File: src/rtl/oc_pkg.sv
package oc_pkg;

    typedef enum logic [2:0] {
        ST_IDLE,
        ST_RUN,
        ST_BLANK,
        ST_TRIP,
        ST_REARM
    } oc_state_t;

    function automatic int unsigned max4(int unsigned a, int unsigned b,
                                         int unsigned c, int unsigned d);
        int unsigned m;
        m = a;
        if (b > m) m = b;
        if (c > m) m = c;
        if (d > m) m = d;
        return m;
    endfunction

endpackage

File: src/rtl/oc_thresh.sv
module oc_thresh #(
    parameter int CUR_W   = 9,
    parameter int LO_BASE = 50,
    parameter int LO_STEP = 5,
    parameter int HI_THR0 = 200,
    parameter int HI_THR1 = 150
) (
    input  logic [CUR_W-1:0] cur,
    input  logic [2:0]       lo_code,
    input  logic             hi_code,
    output logic             lo_over,
    output logic             hi_over
);
    logic [CUR_W-1:0] lo_thr;
    logic [CUR_W-1:0] hi_thr;

    always_comb begin
        lo_thr  = CUR_W'(LO_BASE) - CUR_W'(LO_STEP) * CUR_W'(lo_code);
        hi_thr  = hi_code ? CUR_W'(HI_THR1) : CUR_W'(HI_THR0);
        lo_over = cur > lo_thr;
        hi_over = cur > hi_thr;
    end
endmodule

File: src/rtl/oc_blank_timer.sv
module oc_blank_timer #(
    parameter int CNT_W = 14,
    parameter int T00   = 15500,
    parameter int T01   = 1000,
    parameter int T10   = 120,
    parameter int T11   = 15
) (
    input  logic       clk,
    input  logic       rst_n,
    input  logic       run,
    input  logic       tick,
    input  logic [1:0] code,
    output logic       expire
);
    logic [CNT_W-1:0] cnt_q;
    logic [CNT_W-1:0] limit;

    always_comb begin
        unique case (code)
            2'b00:   limit = CNT_W'(T00);
            2'b01:   limit = CNT_W'(T01);
            2'b10:   limit = CNT_W'(T10);
            default: limit = CNT_W'(T11);
        endcase
        expire = run && tick && (cnt_q == limit - CNT_W'(1));
    end

    always_ff @(posedge clk or negedge rst_n) begin
        if (!rst_n)       cnt_q <= '0;
        else if (!run)    cnt_q <= '0;
        else if (tick)    cnt_q <= cnt_q + CNT_W'(1);
    end
endmodule

File: src/rtl/oc_fault_ctl.sv
module oc_fault_ctl
    import oc_pkg::*;
#(
    parameter int CUR_W   = 9,
    parameter int LO_BASE = 50,
    parameter int LO_STEP = 5,
    parameter int HI_THR0 = 200,
    parameter int HI_THR1 = 150,
    parameter int T00     = 15500,
    parameter int T01     = 1000,
    parameter int T10     = 120,
    parameter int T11     = 15
) (
    input  logic             clk,
    input  logic             rst_n,
    input  logic             tick,
    input  logic             req,
    input  logic [CUR_W-1:0] cur,
    input  logic [2:0]       lo_code,
    input  logic             hi_code,
    input  logic [1:0]       blank_code,
    input  logic             lo_dis,
    output logic             gate_en,
    output logic             fault_latched
);
    localparam int TMAX  = max4(T00, T01, T10, T11);
    localparam int CNT_W = $clog2(TMAX + 1);

    oc_state_t st_q, st_d;
    logic      lo_over, hi_over, expire, in_blank;

    oc_thresh #(
        .CUR_W(CUR_W), .LO_BASE(LO_BASE), .LO_STEP(LO_STEP),
        .HI_THR0(HI_THR0), .HI_THR1(HI_THR1)
    ) u_thr (
        .cur(cur), .lo_code(lo_code), .hi_code(hi_code),
        .lo_over(lo_over), .hi_over(hi_over)
    );

    assign in_blank = (st_q == ST_BLANK);

    oc_blank_timer #(
        .CNT_W(CNT_W), .T00(T00), .T01(T01), .T10(T10), .T11(T11)
    ) u_tmr (
        .clk(clk), .rst_n(rst_n), .run(in_blank), .tick(tick),
        .code(blank_code), .expire(expire)
    );

    // next state
    always_comb begin
        st_d = st_q;
        unique case (st_q)
            ST_IDLE:  if (req) st_d = ST_RUN;
            ST_RUN: begin
                if (!req)                     st_d = ST_IDLE;
                else if (hi_over)             st_d = ST_TRIP;
                else if (lo_over && !lo_dis)  st_d = ST_BLANK;
            end
            ST_BLANK: begin
                if (!req)                     st_d = ST_IDLE;
                else if (hi_over || expire)   st_d = ST_TRIP;
                else if (!lo_over || lo_dis)  st_d = ST_RUN;
            end
            ST_TRIP:  if (!req) st_d = ST_REARM;
            ST_REARM: if (req)  st_d = ST_RUN;
            default:  st_d = ST_IDLE;
        endcase
    end

    // state register
    always_ff @(posedge clk or negedge rst_n) begin
        if (!rst_n) st_q <= ST_IDLE;
        else        st_q <= st_d;
    end

    // outputs
    always_comb begin
        gate_en       = 1'b0;
        fault_latched = 1'b0;
        unique case (st_q)
            ST_RUN, ST_BLANK:  gate_en       = 1'b1;
            ST_TRIP, ST_REARM: fault_latched = 1'b1;
            default: ;
        endcase
    end
endmodule

File: config.mk
export PLATFORM = sky130hd
export DESIGN_NAME = oc_fault_ctl
export DESIGN_NICKNAME = d
export VERILOG_FILES = /design/src/rtl/oc_pkg.sv /design/src/rtl/oc_thresh.sv /design/src/rtl/oc_blank_timer.sv /design/src/rtl/oc_fault_ctl.sv
export SDC_FILE = /design/constraint.sdc
export NUM_CORES = 1
export LEC_CHECK = 0
export BUFFER_PORTS_ARGS = -buffer_cell sky130_fd_sc_hd__buf_2
export CELL_PAD_IN_SITES_DETAIL_PLACEMENT = 0
export CELL_PAD_IN_SITES_GLOBAL_PLACEMENT = 1
export CORE_ASPECT_RATIO = 1.2
export CORE_MARGIN = 10
export CORE_UTILIZATION = 43
export CTS_CLUSTER_DIAMETER = 50
export CTS_CLUSTER_SIZE = 14
export DETAILED_ROUTE_END_ITERATION = 8
export PLACE_DENSITY_LB_ADDON = 0.1
export SLEW_MARGIN = 40
export SYNTH_ARGS = -nofsm -noshare
export SYNTH_HDL_FRONTEND = slang
export SYNTH_HIERARCHICAL = 1
export SYNTH_SLANG_ARGS = --single-unit
File: constraint.sdc
create_clock -name clk -period 2.8 [get_ports clk]
set_input_delay 0.28 -clock clk [delete_from_list [all_inputs] [get_ports clk]]
set_output_delay 0.28 -clock clk [all_outputs]
set_load 0.1 [all_outputs]
==> out/qor.yml, run 1 <==
outcome:
  status: "finished, final reports clean"
yosys:
  synth_sequential_area_ratio_pct: 28.2
  async_flop_share_pct: 100
  yosys.area_share.simple_pct: 24.8
  ys_types: 42
  synthTopCellsByArea: "dfrtp_1 (28%), ha_1 (17%), inv_1 (4.2%), xnor2_1 (4.1%), a21oi_1 (3.3%)"
  syn_inst: 164
  synth_top_family_by_area: "simple AND/OR/NAND/NOR gates"
  synth.most_common_cell: "ha_1"
  yosys_warnings: 6
  synth_compound_area_share_pct: 12.3
  synthesis.area_per_instance_um2: 9.20
  netlist_top_cells_count: "ha_1 (21), dfrtp_1 (17), inv_1 (17)"
  yosysTopAreaCellShare_pct: 28.2
  synth_area_leader_cell: "dfrtp_1"
  synthXorXnorAreaFrac_pct: 6.97
  ys_seq_elements: 17
  yosys_most_used_dff: "dfrtp_1"
  synthesis.area_um2: 1510
  synth-edff-count: 0
  synthAdderAreaFrac_pct: 20.1
  synth_mux_area_share_pct: 2.65
  syn_nets: 207
pwr:
  peakVddDrop_v: 0.000287
  leakage_nw: 0.764
  powerDensity_nw_per_um2: 362
sta:
  layout_min_cycle_time_ns: 2.50
  clock.fmax_ghz: 0.400
  skew_ns: 0.00390
  finalMaxSlewViolations: 0
  rsz0062_at_grt: "false"
  timing.setup.tns_ns: 0
  finalCritPeriodShare_pct: 89.3
  finalSetupViolCount: 0
  final-hold-violation-count: 0
  worstMarginPinSlew_ns: 0.489
  max_slew_margin_pct: 67.6
cells_and_area:
  final_cells: 226
  register_area_um2: 425
  utilization_pct: 50.9
  drive_above_1_share_pct: 16.9
  area_growth_pct: 13.6
  fill_cells: 323
  fin_area_um2: 1710
  final_nets: 233
  multi_input_area_um2: 1010
  antenna_cells: 0
floorplanning:
  rows: 23
  initial_utilization_pct: 44.8
  core_um2: 3370
  die_w_um: 74.1
  dieHeight_um: 84.9
  pin_count: 22
  die-area_um2: 6290
global_routing:
  grt_pass1_vias: 1318
  met2_usage_pct: 19.3
  grtUsageMet3_pct: 1.63
  antenna_found_initial: 0
  grt.overflow.total: 0
  grt_max_degree: 18
  grt.busiest_layer: "met2"
  globalRouteMet1Util_pct: 12.2
  grtUsageTotal_pct: 10.8
  grt_first_pass_wirelength_um: 5670
detailed_routing:
  drtIter0Drc: 88
  antenna_left: 0
  via_per_inst: 5.70
  vias: 1289
  dr.pass1.iters: 4
  routed_wl_um: 3360
  drc: 0
  avgRoutedWirePerCell_um: 14.9
critical_path:
  reg2reg_slack_ns: 0.47
  path_class: "input port to flop"
  worstSetupStartpointType: "input port"
  reg2reg_from: "st_q[2]$_DFFE_PN0P_"
  r2r_end: "st_q[1]$_DFFE_PN0P_"
  crit_fanout: 4
  ff2ff_path_depth: 7
  crit_arrival_ns: 2.64
  endpoint_kind: "flop"
  required_ns: 2.94
worst_hold_path:
  hp-start: "req"
  hold_end: "st_q[2]$_DFFE_PN0P_"
  hold_path.class: "input port to flop"
  hold_depth: 2
clock_network:
  clock_path_buffers: 2
  clk_pin_slew_ns: 0.07
  cts_tree: "yes"
  cts_buffers: 3
  insertion_delay_ns: 0.25
  root_buffer: "clkbuf_8"
  cts_sinks: 17
  htree_levels: 1
placed_design:
  dp_cells: 221
  portBuffers: 21
  place_area_um2: 1660
  place.gp.congestion: 0.798
  dpl.hpwl_um: 2820
run:
  maxCapViolations: 0
-- layout make-up --
| class | instances | area share [%] |
|---|---|---|
| clock buffers | 4 | 2.63 |
| flip-flops and latches | 17 | 24.8 |
| repair buffers | 23 | 7.15 |
| multi-input cells | 127 | 58.8 |
| inverters | 18 | 3.94 |
| well taps | 37 | 2.70 |
-- worst max-delay path: stages --
cell,delay [ns]
buf_2,0.13
ha_1,0.27
inv_1,0.05
fa_1,0.40
xnor2_1,0.14
ha_1,0.28
nand3_2,0.09
or3_1,0.36
a21oi_1,0.17
nor3b_1,0.22
a21oi_1,0.09
o21a_1,0.17
-- report_power, final --
part,leakage [nW],switching (mW),internal [mW]
combinational,0.506,0.115,0.0676
clock,0.0228,0.0797,0.101
sequential,0.234,0.00805,0.250
-- registers in the layout, indices dropped and copies added (netlist names) --
register	flops
u_tmr/cnt_q	14
st_q	3
-- placed cells by master (no fill, tap or decap), types with 2 or more instances in the layout --
cell type  synthesis  layout
nand3_1            4       4
nand4_1            3       3
a221oi_1           2       2
nor2_1             7       7
dfrtp_1           17      17
nor3b_1            2       2
or4_1              6       6
nor2b_1            3       3
buf_2              1      21
nor4_1             5       5
inv_1             17      17
nand3_2            2       2
o31ai_1            6       6
fa_1               2       2
clkbuf_8           0       3
or3_1              3       3
a21oi_1           10      10
ha_1              21      21
xnor2_1            7       7
nor4b_1            2       2
mux2i_1            4       4
nor3_1             2       2
xor2_1             5       5
o21a_1             2       2
nand2b_1           3       3
nand2_1           10      10
o21ai_0            2       2
-- through the flow --
step	hold WS, ns	total power [mW]	setup WS, ns
4_1_cts	0.205	0.630	0.295
3_5_place_dp	0.226	0.445	0.0338
2_1_floorplan	-0.0156	0.390	0.333
5_1_grt	0.225	0.660	0.178
6_report	0.210	0.621	0.298
3_3_place_gp	0.221	0.439	0.0965
-- worst max path at each step --
| stage | start | endpoint | slack [ns] |
|---|---|---|---|
| floorplan | lo_code[0] | st_q[0]$_DFFE_PN0P_ | 0.33 |
| global placement | lo_code[2] | st_q[0]$_DFFE_PN0P_ | 0.1 |
| detailed placement | lo_code[2] | st_q[0]$_DFFE_PN0P_ | 0.03 |
| CTS | lo_code[2] | st_q[0]$_DFFE_PN0P_ | 0.29 |
| global route | lo_code[2] | st_q[0]$_DFFE_PN0P_ | 0.18 |
| finish | lo_code[2] | st_q[0]$_DFFE_PN0P_ | 0.30 |
-- metal layers --
| metal | up-vias | share of wire, % |
|---|---|---|
| li1 | 644 | - |
| met1 | 624 | 41 |
| met2 | 19 | 54 |
| met3 | 2 | 3.6 |
| met4 | 0 | 1.1 |
| met5 | - | 0 |
-- cell families after synthesis --
group	after synthesis
muxes	4
xor gates and xnor gates	12
adders and majority gates	23
buffers and inverters	20
AOI/OAI and AO/OA	28
DFF	17
and+or+nand+nor	60
-- timing repair --
item,CTS,global route
buffers inserted,0,0
resized for setup,0,0
hold buffers,1,0
endpoints found under the hold margin,17,0
(Power assumes the default switching activity.)
==> run 2: changes to the inputs <==
BUFFER_PORTS_ARGS = unset   (was -buffer_cell sky130_fd_sc_hd__buf_2)
CORE_UTILIZATION = 48   (was 43)
DONT_BUFFER_PORTS = 1   (was unset)
==> run 2 against run 1 <==
Total power fell by 12%. Sequential share of layout area rose by 1.6 points. Critical path depth fell by 1. Clock skew rose by 0.0022 ns. Hold slack got worse by 0.16 ns. Critical path type unchanged. Utilization rose by 1.9 points. Register-to-register slack barely moved. Cell area fell by 5.9%. Clock-buffer cell count fell by 1. Via count fell by 6.0%. Setup slack improved by 0.17 ns.
==> out/qor.yml, run 2 (synthesis results as in run 1) <==
worst_hold_path:
  hold_path.class: "input port to flop"
  hp-start: "req"
  hold_end: "st_q[2]$_DFFE_PN0P_"
  hold_depth: 1  # -1
pwr:
  leakage_nw: 0.689  # -9.8%
  peakVddDrop_v: 0.000271  # -5.4%
  powerDensity_nw_per_um2: 341  # -6.0%
critical_path:
  crit_arrival_ns: 2.51  # -0.13 ns
  crit_buf_inv: 1  # -1
  reg2reg_slack_ns: 0.47  # about the same
  cp_top_family: "adder cells"
  crit_fanout: 3  # -1
  endpoint_kind: "flop"
  r2r_end: "st_q[1]$_DFFE_PN0P_"
  required_ns: 2.98  # +0.04 ns
  path_class: "input port to flop"
  crit_path_max_incr_delay_ns: 0.40  # about the same
  worstSetupStartpointType: "input port"
  path_cells: "ha_1 > inv_1 > fa_1 > xnor2_1 > ha_1 > nand3_2 > or3_1 > a21oi_1 > nor3b_1 > a21oi_1 > o21a_1"
  ff2ff_path_depth: 7  # unchanged
  reg2reg_from: "st_q[2]$_DFFE_PN0P_"
  crit_slowest_cell: "fa_1"
cells_and_area:
  final_common_cell: "ha_1"
  drive_above_1_share_pct: 9.36  # -7.6 points
  fill_cells: 304  # -5.9%
  register_area_um2: 425  # unchanged
  top_regs: "u_tmr/cnt_q: 14 flops, st_q: 3 flops"
  final_nets: 215  # -7.7%
  top_register: "u_tmr/cnt_q"
  layout_common_cells: "ha_1 (21), inv_1 (17), dfrtp_1 (17)"
  area_growth_pct: 6.88
  final_cells: 207  # -8.4%
  fin_area_um2: 1610  # -5.9%
  multi_input_area_um2: 1010  # +0.25%
  largest_reg_flops: 14  # unchanged
  antenna_cells: 0  # unchanged
detailed_routing:
  via_per_inst: 5.86  # +2.7%
  drc: 0  # unchanged
  antenna_left: 0  # unchanged
  avgRoutedWirePerCell_um: 15.9  # +6.9%
  dr.pass1.iters: 4  # unchanged
  vias: 1212  # -6.0%
  routed_wl_um: 3290  # -2.1%
  drtIter0Drc: 78  # -11%
global_routing:
  grt_first_pass_wirelength_um: 5640  # -0.48%
  grt_pass1_vias: 1241  # -5.8%
  grt.overflow.total: 0  # unchanged
  antenna_found_initial: 0  # unchanged
  grt_max_degree: 18  # unchanged
  grtUsageTotal_pct: 11.7  # +0.83 points
clock_network:
  post_cts_buffers: 0  # unchanged
  cts_sinks: 17  # unchanged
  root_buffer: "clkbuf_4"
  cts_tree: "yes"
  cts_buffers: 3  # unchanged
  clock_path_buffers: 2  # unchanged
  cts_resized: 0  # unchanged
  htree_levels: 1  # unchanged
  clk_pin_slew_ns: 0.09  # +0.02 ns
  hold_buffers: 1  # unchanged
  insertion_delay_ns: 0.28  # +0.03 ns
sta:
  rsz0062_at_grt: "false"
  final-hold-violation-count: 0  # unchanged
  max_slew_margin_pct: 74.2  # +6.5 points
  timing.setup.tns_ns: 0  # unchanged
  layout_min_cycle_time_ns: 2.33  # -0.167 ns
  finalCritPeriodShare_pct: 83.4  # -6.0 points
  worstMarginPinSlew_ns: 0.388  # -0.101 ns
  skew_ns: 0.00611  # +0.00221 ns
  finalMaxSlewViolations: 0  # unchanged
  finalSetupViolCount: 0  # unchanged
  clock.fmax_ghz: 0.428  # +7.2%
floorplanning:
  die-area_um2: 5800  # -7.8%
  die_w_um: 71.2  # -3.9%
  core_um2: 3060  # -9.3%
  dieHeight_um: 81.4  # -4.1%
  rows: 22  # -4.3%
  pin_count: 22  # unchanged
  initial_utilization_pct: 49.4  # +4.6 points
outcome:
  status: "finished, final reports clean"
placed_design:
  dp_cells: 201  # -9.0%
  dpl.hpwl_um: 2730  # -3.3%
  portBuffers: 0  # -100%
  place.gp.congestion: 0.798  # about the same
  place_area_um2: 1570  # -5.4%
run:
  maxCapViolations: 0  # unchanged
## run 2: cell count changes in the layout (fill, tap and decap cells not counted), sizes merged
cell and delta:
clkbuf -1, buf -18, clkinv +1
## run 2: layout make-up
cell class / count / area share (%)
clock buffers: 3 / 1.40
clock inverters: 1 / 0.310
inverters: 18 / 4.19
multi-input cells: 127 / 62.6
flip-flops and latches: 17 / 26.4
well taps: 36 / 2.79
repair buffers: 5 / 2.33
## run 2: report_power, final
part	internal, mW	total [mW]	leakage, nW	switching (mW)
Clock	0.0530	0.126	0.0177	0.0734
Sequential	0.250	0.258	0.234	0.00776
Combinational	0.0629	0.166	0.437	0.103
## run 2: metal layers
layer / routed length [µm] / global-route usage [%]
met5: 0 / 0
met2: 1630 / 20.5
met3: 186 / 4.34
met1: 1450 / 12.7
met4: 28 / 3.88
## run 2: stage by stage
stage                     power [mW]  setup WS, ns  utilization [%]  hold slack, ns
after CTS                      0.559         0.408             52.6          0.0374
after detailed placement       0.422         0.159             51.4         -0.0151
after global routing           0.588         0.235             52.8          0.0302
after global placement         0.414         0.241             51.4         -0.0151
after floorplan                0.390         0.333                -         -0.0156
final                          0.550         0.466             52.8          0.0529
## run 2: how the worst max path moves through the flow
| stage | startpoint | endpoint | slack (ns) | cells past startpoint |
|---|---|---|---|---|
| finish | lo_code[0] | st_q[0]$_DFFE_PN0P_ | 0.47 | 11 |
| floorplan | lo_code[0] | st_q[0]$_DFFE_PN0P_ | 0.33 | 11 |
| global route | lo_code[0] | st_q[0]$_DFFE_PN0P_ | 0.23 | 11 |
| global placement | lo_code[0] | st_q[0]$_DFFE_PN0P_ | 0.24 | 11 |
| CTS | st_q[2]$_DFFE_PN0P_ | st_q[1]$_DFFE_PN0P_ | 0.41 | 7 |
| detailed placement | lo_code[0] | st_q[0]$_DFFE_PN0P_ | 0.16 | 11 |
## run 2: worst register-to-register path, stage by stage, from the launching register on
cell      delay [ns]
dfrtp_1         0.45
nor3b_1         0.35
nand3_1         0.10
or4_1           0.54
nor4_2          0.29
or2_1           0.16
a221oi_1        0.07
nor4b_1         0.26
==> run 3: changes to the inputs <==
clock period = 2.2 ns   (was 2.8 ns; I/O delays follow)
==> run 3 against run 2 <==
Hold slack worse by 0.016 ns. Global-route usage up 0.61 points. Die area did not move. Cell area up 7.7%. Flip-flop and latch count unchanged.
==> out/qor.yml, run 3 (synthesis results as in run 1) <==
outcome:
  status: "finished, final reports clean"
detailed_routing:
  drtIter0Drc: 96  # +23%
  antenna_left: 0  # unchanged
  via_per_inst: 5.86  # about the same
  dr.pass1.iters: 4  # unchanged
  avgRoutedWirePerCell_um: 15.9  # -0.11%
  vias: 1265  # +4.4%
  routed_wl_um: 3430  # +4.2%
  drc: 0  # unchanged
cells_and_area:
  final_common_cell: "ha_1"
  largest_reg_flops: 14  # unchanged
  drive_above_1_share_pct: 17.8  # +8.4 points
  fill_cells: 277  # -8.9%
  fin_area_um2: 1740  # +7.7%
  register_area_um2: 425  # unchanged
  top_regs: "u_tmr/cnt_q: 14 flops, st_q: 3 flops"
  area_growth_pct: 15.1
  multi_input_area_um2: 1060  # +5.5%
  final_nets: 224  # +4.2%
  top_register: "u_tmr/cnt_q"
  layout_common_cells: "ha_1 (19), dfrtp_1 (17), inv_1 (15)"
  final_cells: 216  # +4.3%
  antenna_cells: 0  # unchanged
clock_network:
  htree_levels: 1  # unchanged
  clock_path_buffers: 2  # unchanged
  clk_pin_slew_ns: 0.09  # about the same
  cts_tree: "yes"
  cts_buffers: 3  # unchanged
  root_buffer: "clkbuf_4"
  cts_sinks: 17  # unchanged
  insertion_delay_ns: 0.29  # about the same
global_routing:
  grt.overflow.total: 0  # unchanged
  grt_max_degree: 18  # unchanged
  antenna_found_initial: 0  # unchanged
  grt_pass1_vias: 1354  # +9.1%
  grtUsageTotal_pct: 12.3  # +0.61 points
  grt_first_pass_wirelength_um: 5890  # +4.4%
critical_path:
  path_class: "input port to flop"
  endpoint_kind: "flop"
  path_cells: "ha_4 > inv_2 > fa_2 > xnor2_1 > ha_1 > nand3_2 > or3_4 > a21oi_2 > a221oi_1 > nor4b_1"
  crit_fanout: 4  # +1
  crit_path_max_incr_delay_ns: 0.37  # -0.03 ns
  required_ns: 2.39  # -0.59 ns
  critPathLaunch: "lo_code[2]"
  crit_slowest_cell: "or3_4"
  reg2reg_from: "u_tmr/cnt_q[12]$_DFFE_PN0P_"
  crit_arrival_ns: 2.27  # -0.24 ns
  reg2reg_slack_ns: 0.12  # -0.35 ns
  worstSetupStartpointType: "input port"
floorplanning:
  rows: 22  # unchanged
  dieHeight_um: 81.4  # unchanged
  die-area_um2: 5800  # unchanged
  pin_count: 22  # unchanged
  core_um2: 3060  # unchanged
  die_w_um: 71.2  # unchanged
  initial_utilization_pct: 49.4  # unchanged
sta:
  finalSetupViolCount: 0  # unchanged
  finalMaxSlewViolations: 0  # unchanged
  final-hold-violation-count: 0  # unchanged
  skew_ns: 0.00181  # -0.00429 ns
  max_slew_margin_pct: 73.5  # -0.63 points
  rsz0062_at_grt: "true"
  timing.setup.tns_ns: 0  # unchanged
  final.setup.worst_slack_ns: 0.118  # -0.347 ns
  clock.fmax_ghz: 0.480
  holdWs_ns: 0.0374  # -0.0155 ns
  finalCritPeriodShare_pct: 94.6
  layout_min_cycle_time_ns: 2.08
  worstMarginPinSlew_ns: 0.397  # +0.00938 ns
placed_design:
  portBuffers: 0  # unchanged
  place.gp.congestion: 0.779  # -2.5%
  dpl.hpwl_um: 2770  # +1.5%
  dp_cells: 209  # +4.0%
  dp_slack_ns: -0.279  # -0.437 ns
  place_area_um2: 1660  # +5.4%
pwr:
  leakage_nw: 0.737  # +7.0%
  powerDensity_nw_per_um2: 425  # +25%
  peakVddDrop_v: 0.000332  # +22%
run:
  maxCapViolations: 0  # unchanged
worst_hold_path:
  hold_path.class: "input port to flop"
  hp-start: "req"
## run 3: changes by cell type in the layout (fill, tap and decap cells not counted), moves of 2 or more
cell,change
buf_4,+8
ha_1,-2
ha_4,+2
inv_1,-2
inv_2,+2
nor3b_1,-2
nor3b_2,+2
## run 3: repair_timing
action,4_1_cts,5_1_grt
hold buffers,2,1
resized for setup,0,5
setup buffers,0,0
setup endpoints to repair,0,2
hold endpoints to repair,18,17
## run 3: layer usage
layer / vias to the layer above / part of all wire [%] / track usage, %
li1: 628 / - / -
met3: 4 / 7.6 / 3.98
met1: 601 / 39 / 12.3
met2: 32 / 52 / 22.1
met5: - / 0 / 0
met4: 0 / 2.0 / 6.98
## run 3: critical path, delay by kind of cell
family                   cells  cell delay, ns
AO/OA/AOI/OAI                2            0.22
XOR/XNOR                     1            0.13
adder cells (fa/ha/maj)      3            0.87
buffers and inverters        1            0.04
AND/OR/NAND/NOR              3            0.78
## run 3: layout make-up
class                   count  area share [%]
repair buffers             14            6.20
inverters                  18            3.89
clock buffers               4            1.51
flip-flops and latches     17            24.5
multi-input cells         127            61.3
well taps                  36            2.59
## run 3: per-stage QoR
step / power (mW) / utilization (%)
2_1_floorplan: 0.500 / -
3_3_place_gp: 0.548 / 54.2
3_5_place_dp: 0.559 / 54.2
4_1_cts: 0.733 / 55.7
5_1_grt: 0.786 / 56.8
6_report: 0.739 / 56.8
## run 3: worst paths after layout
path / endpoint / depth (start not counted)
worst max-delay path: st_q[1]$_DFFE_PN0P_ / 10
worst min-delay path: st_q[0]$_DFFE_PN0P_ / 1
worst max register to register: st_q[1]$_DFFE_PN0P_ / 6
worst min register to register: u_tmr/cnt_q[13]$_DFFE_PN0P_ / 2
max in group asynchronous: u_tmr/cnt_q[13]$_DFFE_PN0P_ / 2
min in group asynchronous: u_tmr/cnt_q[6]$_DFFE_PN0P_ / 2
## run 3: report_power, final
part           total, mW  switching, mW  internal (mW)
Clock              0.167         0.0966         0.0706
Combinational      0.249          0.145          0.104
Sequential         0.322        0.00411          0.318
